$ cat src/rtl/idscr_pkg.sv
package idscr_pkg;
   localparam int BYTE_W = 8;

   typedef enum logic [1:0] {
      OUT_IDLE    = 2'd0,
      OUT_DROP    = 2'd1,
      OUT_TAKE    = 2'd2,
      OUT_OVERRUN = 2'd3
   } outcome_e;
endpackage

$ cat src/rtl/idscr_regs.sv
module idscr_regs
   import idscr_pkg::*;
#(
   parameter int NUM_BANKS = 2,
   parameter int ID_BYTES  = 4,
   localparam int NREG     = 2 * NUM_BANKS * ID_BYTES,
   localparam int ADDR_W   = $clog2(NREG),
   localparam int HALF_W   = NUM_BANKS * ID_BYTES * BYTE_W
) (
   input  logic                clk,
   input  logic                rst_n,
   input  logic                we,
   input  logic [ADDR_W-1:0]   addr,
   input  logic [BYTE_W-1:0]   wdata,
   input  logic                init_req,
   input  logic                init_ack,
   output logic [BYTE_W-1:0]   rdata,
   output logic [HALF_W-1:0]   code_o,
   output logic [HALF_W-1:0]   mask_o
);
   logic [NREG*BYTE_W-1:0] regs_q;
   logic                   unlocked;

   assign unlocked = init_req && init_ack;

   always_ff @(posedge clk) begin
      if (!rst_n) begin
         regs_q <= '0;
      end else if (we && unlocked && (int'(addr) < NREG)) begin
         regs_q[int'(addr)*BYTE_W +: BYTE_W] <= wdata;
      end
   end

   always_comb begin
      rdata = '0;
      if (int'(addr) < NREG) rdata = regs_q[int'(addr)*BYTE_W +: BYTE_W];
   end

   assign code_o = regs_q[HALF_W-1:0];
   assign mask_o = regs_q[2*HALF_W-1:HALF_W];

   // outside initialization mode the register contents never move
   p_locked_write_r2: assert property (@(posedge clk) disable iff (!rst_n)
      !unlocked |=> $stable(regs_q));
endmodule

$ cat src/rtl/idscr_bank_match.sv
module idscr_bank_match
   import idscr_pkg::*;
#(
   parameter int ID_BYTES  = 4,
   parameter int STD_BYTES = 2,
   localparam int ID_W     = ID_BYTES * BYTE_W
) (
   input  logic [ID_W-1:0] id,
   input  logic            ide,
   input  logic [ID_W-1:0] code,
   input  logic [ID_W-1:0] mask,
   output logic            hit
);
   logic [ID_BYTES-1:0] byte_ok;
   logic [ID_BYTES-1:0] byte_used;

   for (genvar i = 0; i < ID_BYTES; i++) begin : g_byte
      logic [BYTE_W-1:0] idb;
      logic [BYTE_W-1:0] diff;
      assign idb  = id[(ID_BYTES-1-i)*BYTE_W +: BYTE_W];
      assign diff = (idb ^ code[i*BYTE_W +: BYTE_W]) & ~mask[i*BYTE_W +: BYTE_W];
      assign byte_ok[i] = (diff == '0);
      if (i < STD_BYTES) begin : g_std
         assign byte_used[i] = 1'b1;
      end else begin : g_ext
         assign byte_used[i] = ide;
      end
   end

   assign hit = &(byte_ok | ~byte_used);
endmodule

$ cat src/rtl/idscr_rx_buf.sv
module idscr_rx_buf
   import idscr_pkg::*;
#(
   parameter int ID_W   = 32,
   parameter int BANK_W = 1
) (
   input  logic              clk,
   input  logic              rst_n,
   input  logic              rx_eof,
   input  logic              rx_ide,
   input  logic [ID_W-1:0]   rx_id,
   input  logic              hit,
   input  logic [BANK_W-1:0] hit_bank,
   input  logic              host_ack,
   output logic [ID_W-1:0]   bg_id,
   output logic              bg_ide,
   output logic [ID_W-1:0]   fg_id,
   output logic              fg_ide,
   output logic [BANK_W-1:0] fg_bank,
   output logic              rx_ready,
   output logic              rx_overrun,
   output logic              dec_valid,
   output logic              dec_accept
);
   outcome_e outcome;
   logic     ready_eff;

   assign ready_eff = rx_ready && !host_ack;

   always_comb begin
      outcome = OUT_IDLE;
      if (rx_eof) begin
         if (!hit)           outcome = OUT_DROP;
         else if (ready_eff) outcome = OUT_OVERRUN;
         else                outcome = OUT_TAKE;
      end
   end

   always_ff @(posedge clk) begin
      if (!rst_n) begin
         bg_id      <= '0;
         bg_ide     <= 1'b0;
         fg_id      <= '0;
         fg_ide     <= 1'b0;
         fg_bank    <= '0;
         rx_ready   <= 1'b0;
         rx_overrun <= 1'b0;
         dec_valid  <= 1'b0;
         dec_accept <= 1'b0;
      end else begin
         dec_valid  <= rx_eof;
         dec_accept <= rx_eof && hit;
         if (rx_eof) begin
            bg_id  <= rx_id;
            bg_ide <= rx_ide;
         end
         case (outcome)
            OUT_TAKE: begin
               fg_id      <= rx_id;
               fg_ide     <= rx_ide;
               fg_bank    <= hit_bank;
               rx_ready   <= 1'b1;
               rx_overrun <= 1'b0;
            end
            OUT_OVERRUN: begin
               rx_overrun <= 1'b1;
            end
            default: begin
               rx_ready   <= ready_eff;
               rx_overrun <= rx_overrun && !host_ack;
            end
         endcase
      end
   end

   // background slot always follows the last strobed frame
   p_bg_capture_r4: assert property (@(posedge clk) disable iff (!rst_n)
      rx_eof |=> (bg_id == $past(rx_id)));
   // decision strobe one clock after end of frame
   p_dec_strobe_r9: assert property (@(posedge clk) disable iff (!rst_n)
      rx_eof |=> dec_valid);
   p_dec_quiet_r9: assert property (@(posedge clk) disable iff (!rst_n)
      !rx_eof |=> !dec_valid);
   // a dropped frame leaves ready and foreground alone
   p_miss_hold_r10: assert property (@(posedge clk) disable iff (!rst_n)
      (rx_eof && !hit && !host_ack) |=> ($stable(rx_ready) && $stable(fg_id)));
   // accepted frame while ready keeps foreground and flags overrun
   p_overrun_r11: assert property (@(posedge clk) disable iff (!rst_n)
      (rx_eof && hit && rx_ready && !host_ack) |=> ($stable(fg_id) && rx_overrun));
   p_ovr_needs_ready_r11: assert property (@(posedge clk) disable iff (!rst_n)
      rx_overrun |-> rx_ready);
   // acknowledge clears, coincident accept wins
   p_ack_clear_r12: assert property (@(posedge clk) disable iff (!rst_n)
      (host_ack && !(rx_eof && hit)) |=> (!rx_ready && !rx_overrun));
   p_ack_take_r12: assert property (@(posedge clk) disable iff (!rst_n)
      (rx_eof && hit && (!rx_ready || host_ack)) |=>
         (rx_ready && !rx_overrun && (fg_id == $past(rx_id))));
endmodule

$ cat src/rtl/can_id_screen.sv
module can_id_screen
   import idscr_pkg::*;
#(
   parameter int NUM_BANKS = 2,
   parameter int ID_BYTES  = 4,
   parameter int STD_BYTES = 2,
   localparam int ID_W     = ID_BYTES * BYTE_W,
   localparam int NREG     = 2 * NUM_BANKS * ID_BYTES,
   localparam int ADDR_W   = $clog2(NREG),
   localparam int BANK_W   = $clog2(NUM_BANKS)
) (
   input  logic              clk,
   input  logic              rst_n,
   input  logic              cfg_we,
   input  logic [ADDR_W-1:0] cfg_addr,
   input  logic [BYTE_W-1:0] cfg_wdata,
   output logic [BYTE_W-1:0] cfg_rdata,
   input  logic              init_req,
   input  logic              init_ack,
   input  logic              rx_eof,
   input  logic              rx_ide,
   input  logic [ID_W-1:0]   rx_id,
   input  logic              host_ack,
   output logic [ID_W-1:0]   bg_id,
   output logic              bg_ide,
   output logic [ID_W-1:0]   fg_id,
   output logic              fg_ide,
   output logic [BANK_W-1:0] fg_bank,
   output logic              rx_ready,
   output logic              rx_overrun,
   output logic              dec_valid,
   output logic              dec_accept
);
   if (NUM_BANKS < 2) begin : g_bad_banks
      $error("can_id_screen: NUM_BANKS must be at least 2");
   end
   if (STD_BYTES < 1 || STD_BYTES > ID_BYTES) begin : g_bad_std
      $error("can_id_screen: STD_BYTES must lie in 1..ID_BYTES");
   end

   logic [NUM_BANKS*ID_W-1:0] code_all;
   logic [NUM_BANKS*ID_W-1:0] mask_all;
   logic [NUM_BANKS-1:0]      bank_hit;
   logic                      hit;
   logic [BANK_W-1:0]         hit_bank;

   idscr_regs #(
      .NUM_BANKS (NUM_BANKS),
      .ID_BYTES  (ID_BYTES)
   ) u_regs (
      .clk      (clk),
      .rst_n    (rst_n),
      .we       (cfg_we),
      .addr     (cfg_addr),
      .wdata    (cfg_wdata),
      .init_req (init_req),
      .init_ack (init_ack),
      .rdata    (cfg_rdata),
      .code_o   (code_all),
      .mask_o   (mask_all)
   );

   for (genvar b = 0; b < NUM_BANKS; b++) begin : g_bank
      idscr_bank_match #(
         .ID_BYTES  (ID_BYTES),
         .STD_BYTES (STD_BYTES)
      ) u_match (
         .id   (rx_id),
         .ide  (rx_ide),
         .code (code_all[b*ID_W +: ID_W]),
         .mask (mask_all[b*ID_W +: ID_W]),
         .hit  (bank_hit[b])
      );
   end

   // lowest-numbered matching bank wins
   always_comb begin
      hit      = 1'b0;
      hit_bank = '0;
      for (int b = NUM_BANKS - 1; b >= 0; b--) begin
         if (bank_hit[b]) begin
            hit      = 1'b1;
            hit_bank = BANK_W'(b);
         end
      end
   end

   // the reported bank really matched
   p_bank_valid_r8: assert property (@(posedge clk) disable iff (!rst_n)
      (rx_eof && hit) |-> bank_hit[hit_bank]);

   idscr_rx_buf #(
      .ID_W   (ID_W),
      .BANK_W (BANK_W)
   ) u_buf (
      .clk        (clk),
      .rst_n      (rst_n),
      .rx_eof     (rx_eof),
      .rx_ide     (rx_ide),
      .rx_id      (rx_id),
      .hit        (hit),
      .hit_bank   (hit_bank),
      .host_ack   (host_ack),
      .bg_id      (bg_id),
      .bg_ide     (bg_ide),
      .fg_id      (fg_id),
      .fg_ide     (fg_ide),
      .fg_bank    (fg_bank),
      .rx_ready   (rx_ready),
      .rx_overrun (rx_overrun),
      .dec_valid  (dec_valid),
      .dec_accept (dec_accept)
   );
endmodule

$ cat config.mk
export PLATFORM = sky130hd
export DESIGN_NAME = can_id_screen
export DESIGN_NICKNAME = d
export VERILOG_FILES = /design/src/rtl/idscr_pkg.sv /design/src/rtl/idscr_regs.sv /design/src/rtl/idscr_bank_match.sv /design/src/rtl/idscr_rx_buf.sv /design/src/rtl/can_id_screen.sv
export SDC_FILE = /design/constraint.sdc
export NUM_CORES = 1
export LEC_CHECK = 0
export ABC_AREA = 1
export CORE_MARGIN = 2
export CORE_UTILIZATION = 45
export DETAILED_ROUTE_END_ITERATION = 7
export DONT_BUFFER_PORTS = 1
export PLACE_DENSITY = 0.69
export RECOVER_POWER = 25
export SETUP_SLACK_MARGIN = 0.3
export SYNTH_ARGS = -nofsm -noshare
export SYNTH_HDL_FRONTEND = slang
export SYNTH_SLANG_ARGS = --single-unit
export TNS_END_PERCENT = 10
$ cat constraint.sdc
create_clock -name clk -period 2.1 [get_ports clk]
set_input_delay 0.21 -clock clk [delete_from_list [all_inputs] [get_ports clk]]
set_output_delay 0.21 -clock clk [all_outputs]
set_load 0.01 [all_outputs]
After elaboration in Yosys (flattened, before gate mapping)
Cells that the tools add are included.
- shifts and indexed selects: 3
- bitwise gates (word level): 27
- eq/ne operators: 2
- add/subtract/negate cells: 1
- multiplexer cells: 9
- reduce and logical (&&, ||, !) cells: 16
- operators by type and width (kind ; count):
    $bwmux W128 ; 1
    $shift A8 B33 Y128 const A ; 1
    $shiftx A128 B8 Y8 ; 1
    $shiftx A8 B33 Y128 ; 1
    $and A8 B8 Y8 ; 8
    $logic_not A8 Y1 ; 8
    $not A8 Y8 ; 8
    $xor A8 B8 Y8 ; 8
    $neg A7 Y33 ; 1
    $or A4 B4 Y4 ; 2
    $reduce_and A4 Y1 ; 2
    $logic_and A1 B1 Y1 ; 5
    $eq A2 B2 Y1 const B ; 2
    $mux W1 ; 4
    $mux W2 ; 2
    $not A4 Y4 ; 1
    $pmux W1 S2 ; 2
    $logic_not A1 Y1 ; 1
- output and inout port bits: 79
- bits in registers: 199
- word-level logic and storage cells: 68
- bits of input ports: 52

Logic depth before layout (Yosys ltp)
- word-level depth: 11
- depth in mapped cells: 15
- mapped depth without buffers: 13

Hierarchy
From an unflattened synthesis, not the netlist that was laid out.
- cells, all modules: 1722
- area, all modules: 10742.8 um^2
- by module, submodules not included (module ; area each (um^2) ; times used ; sequential area each (um^2) ; cells each):
    idscr_regs ; 6500.0 ; 1 ; 2562.5 ; 981
    idscr_rx_buf ; 2626.3 ; 1 ; 1421.4 ; 353
    idscr_bank_match ; 799.5 ; 2 ; 0.0 ; 192
    can_id_screen ; 17.5 ; 1 ; 0.0 ; 4

Worst setup path before layout
No wires, ideal clock.
- path kind: input port to flip-flop
- from: input cfg_addr[1]
- to: register u_regs.regs_q[6]
- stages: 12
- setup time: 0.119 ns
- buffers on the path: 3
- arrival time: 1.909 ns
- slack: 0.071 ns
- required time: 1.981 ns
- path through: buf_6 > inv_8 > clkbuf_1 > ha_1 > inv_1 > nor2_4 > nand2_2 > nor4_1 > nand4_1 > buf_4 > o21ai_0 > a21oi_1
- longest elaborated chain between the ends: 3
- elaborated cells on any way between the ends: 4
- classes of those cells: 1 x add/sub; 2 x shift; 1 x mux
- RTL lines (what ; line ; text):
    start: declaration ; can_id_screen.sv:15 ; input logic [ADDR_W-1:0] cfg_addr,
    $neg A7 Y33 (*) ; idscr_regs.sv:30 ; regs_q[int'(addr)*BYTE_W +: BYTE_W] <= wdata;
    $shiftx A8 B33 Y128 / $shift A8 B33 Y128 (equally long branches) ; idscr_regs.sv:30 ;
    $bwmux W128 (*) ; idscr_regs.sv:30 ;
    end signal: indexed assignment ; idscr_regs.sv:30 ;
    end: declaration ; idscr_regs.sv:21 ; logic [NREG*BYTE_W-1:0] regs_q;
Every way passes the cells marked *; elsewhere a longest branch is shown, timed or not.
A chain may end at the register's enable or synchronous reset.

Final worst setup path
- from: input cfg_addr[0]
- to: register u_regs.regs_q[38]
Same word-level chain as after synthesis.

==> flow_metrics.py <==
metrics = {
    "grt": {
        "antenna_found_initial": 2,
        "grt_max_degree": 186,
        "grt.total_usage": 0.280,
        "grt_pass1_vias": 9192,
        "grt_pass1_wl_um": 51300,
        "grt_overflow_total": 0,
    },
    "synthesis": {
        "synthTopCellsByCount": "250 x sky130_fd_sc_hd__nand2_1, 227 x sky130_fd_sc_hd__a21oi_1, 199 x sky130_fd_sc_hd__dfxtp_1, 198 x sky130_fd_sc_hd__o21ai_0, 181 x sky130_fd_sc_hd__inv_1",
        "synthesis.area_um2": 9970,
        "synth.net_count": 1537,
        "most_area_consuming_cells_after_synthesis": "sky130_fd_sc_hd__dfxtp_1 40%, sky130_fd_sc_hd__a21oi_1 11%, sky130_fd_sc_hd__o21ai_0 9.9%, sky130_fd_sc_hd__nand2_1 9.4%, sky130_fd_sc_hd__inv_1 6.8%",
        "synth.yosys.seq_area_share": 0.400,
        "syn_inst": 1480,
        "yosysTopAreaCell": "sky130_fd_sc_hd__dfxtp_1",
        "most_frequently_used_cell_type_in_the_post_synthesis_netlist": "sky130_fd_sc_hd__nand2_1",
        "yosys_reg_bits": 199,
        "synth_enable_flop_cells": 0,
        "syn_avg_cell_area_um2": 6.73,
        "synth.yosys.warnings": 0,
        "asyncSetResetFlopFracSynth": 0,
        "synth-main-ff-cell": "sky130_fd_sc_hd__dfxtp_1",
        "synth.distinct_cells": 34,
        "yosysTopAreaCellShare": 0.400,
    },
    "setup_path": {
        "worst-setup-path-type": "in -> reg",
        "worstPathRequired_ns": 2.44,
        "crit_arrival_ns": 2.17,
        "critPathLaunchType": "input port",
        "cp-end-kind": "flip-flop",
        "crit_fanout": 87,
    },
    "power": {
        "share_of_total_power_in_sequential_cells": 0.481,
        "power_density_nw_per_um2": 670,
        "power_frac_comb": 0.105,
        "part_of_the_total_power_dissipated_in_the_clock_network": 0.414,
        "worst_ir_drop_vdd_uv": 568,
        "power_leakage_uw": 0.00471,
        "internal_power_uw": 5780,
        "p_sw_frac": 0.286,
        "p_sw_uw": 2320,
    },
    "finish": {
        "syn2layout_area_growth_pct": 21.4,
        "fraction_of_final_layout_cells_sized_beyond_drive_strength_1": 0.0979,
        "final_cell_area_um2": 12100,
        "layout.nets": 1617,
        "antenna-diode-count": 0,
    },
    "route": {
        "drtPass1Iterations": 6,
        "drt-wirelength-per-cell_um": 18.6,
        "drtAntennaViolNets": 0,
        "post-route-drc-count": 0,
        "drt-initial-drc-count": 1277,
        "postRouteWirelength_um": 34500,
        "dr_total_vias": 10400,
        "vias_per_cell": 5.61,
    },
    "die": {
        "placementRows": 54,
        "area_enclosed_by_the_die_boundary_um2": 23400,
        "chipHeight_um": 153,
        "ioPinCount": 131,
        "fp.dieW_um": 153,
        "core-area_um2": 21800,
        "starting_density_of_the_core": 0.458,
    },
    "sta": {
        "clock_skew_ns": 0.0122,
        "achievable-frequency_mhz": 545,
        "report.final.slew_viol_count": 0,
        "worst_slew_margin_rel": 0.563,
        "finalHoldViolCount": 90,
        "tightestPinTransition_ns": 0.651,
        "setup-violations-final": 0,
        "min_clock_period_post_route_ns": 1.83,
        "timing.final.crit_share": 0.873,
        "fin_hold_ws_ns": -0.121,
        "grt_setup_unrepaired": "yes",
        "setup_tns_ns": 0,
    },
    "status": {
        "run_status": "complete, but fails checks",
        "violations": "negative hold slack",
    },
    "hold_path": {
        "worst_hold_path_type": "in -> reg",
    },
    "place": {
        "gp_congestion": 0.981,
        "portBuffers": 0,
        "detailed_place_hpwl_um": 24000,
        "placedInstanceArea_um2": 10200,
    },
    "cts": {
        "max-clock-path-buffers": 2,
        "cts.clk_slew.worst_paths_ns": 0.08,
        "numCtsBuffers": 17,
        "cts.sinks": 199,
        "clock_latency_ns": 0.46,
        "clock_tree.htree_level_count": 4,
        "clock_tree_from_tritoncts": "done",
        "cts_hold_buffers": 95,
        "clock-root-buffer": "sky130_fd_sc_hd__clkbuf_16",
    },
    "run": {
        "max-cap-violations": 0,
    },
}
==> power groups by stage <==
| stage | sequential, uW | clock (uW) | combinational [uW] |
|---|---|---|---|
| floorplan | 3970 | 0 | 564 |
| global route | 3900 | 3530 | 935 |
| detailed placement | 3990 | 0 | 665 |
| global placement | 3980 | 0 | 657 |
| CTS | 3900 | 3380 | 813 |
| finish | 3900 | 3360 | 853 |
==> layer usage <==
layer | share of wire | track usage | vias up
met3 | 0.12 | 0.108 | 70
met5 | 0.00038 | 0 | -
met1 | 0.40 | 0.361 | 4744
li1 | - | - | 5055
met2 | 0.45 | 0.438 | 531
met4 | 0.024 | 0.0811 | 2
==> layout make-up <==
cell class | instances | area (um2)
clock inverters | 14 | 178
repair buffers | 140 | 1400
multi-input cells | 1007 | 5010
flip-flops and latches | 199 | 3990
clock buffers | 18 | 429
well taps | 280 | 350
inverters | 195 | 747
fillers | 2031 | 9660
==> cell families after synthesis <==
logic type                 Yosys count  share of synthesized area
buffers and inverters              276                      0.116
AOI/OAI and AO/OA                  449                      0.233
adders and majority gates            5                    0.00628
and+or+nand+nor                    551                      0.245
DFF                                199                      0.400
==> state kept, by name, summed over array words and instances, names as in the netlist <==
register,flops
u_buf.bg_id,32
u_buf.dec_valid,1
u_regs.regs_q,128
u_buf.fg_ide,1
u_buf.dec_accept,1
u_buf.fg_bank,1
u_buf.rx_overrun,1
u_buf.fg_id,32
u_buf.rx_ready,1
u_buf.bg_ide,1
==> worst paths after layout <==
kind | start | end | slack (ns) | cells after the start
worst min-delay path | rst_n | u_buf.fg_id[27] | -0.12 | 2
worst max-delay path | cfg_addr[0] | u_regs.regs_q[38] | 0.27 | 11
worst min register to register | u_regs.regs_q[73] | u_regs.regs_q[73] | 0.48 | 2
worst max register to register | u_buf.bg_id[11] | u_buf.bg_id[11] | 0.27 | 4
==> cells in the final DEF, fill, tap and decap left out, drive strengths merged <==
cell type	Yosys	routed
nand2	259	260
a21oi	227	227
inv	194	201
o21ai	199	199
dfxtp	199	199
nor2	130	131
nand3	127	127
dlygate4sd3	0	94
buf	36	42
clkbuf	45	22
nor3	16	16
o2111ai	10	10
nand4	9	9
nand3b	9	9
o211ai	8	8
clkinv	1	6
a211oi	5	5
ha	5	5
clkinvlp	0	2
nor4	1	1
==> critical path, cell delays in order <==
cell,delay (ns)
sky130_fd_sc_hd__inv_2,0.12
sky130_fd_sc_hd__ha_4,0.27
sky130_fd_sc_hd__nor2_2,0.14
sky130_fd_sc_hd__nand2_4,0.11
sky130_fd_sc_hd__inv_2,0.08
sky130_fd_sc_hd__nand2_2,0.06
sky130_fd_sc_hd__nor2_4,0.13
sky130_fd_sc_hd__nand2_4,0.15
sky130_fd_sc_hd__o21ai_0,0.24
sky130_fd_sc_hd__dlygate4sd3_1,0.60
sky130_fd_sc_hd__a21oi_1,0.05
==> metrics by stage <==
step                      cells  utilization  total power [uW]  setup WS (ns)
final                      1853        0.556              8110          0.266
after floorplan            1480            -              4530          0.284
after global routing       1853        0.556              8370          0.170
after global placement     1703        0.467              4640          0.152
after CTS                  1832        0.541              8090          0.298
after detailed placement   1703        0.467              4650          0.111
==> what timing repair did <==
action,CTS,global route
cloned,0,8
endpoints found under the hold margin,186,108
setup buffers,2,13
setup endpoints to repair,38,88
pin swaps,1,16
resized for setup,6,36
Note: power is estimated with default switching activity, not from simulation.
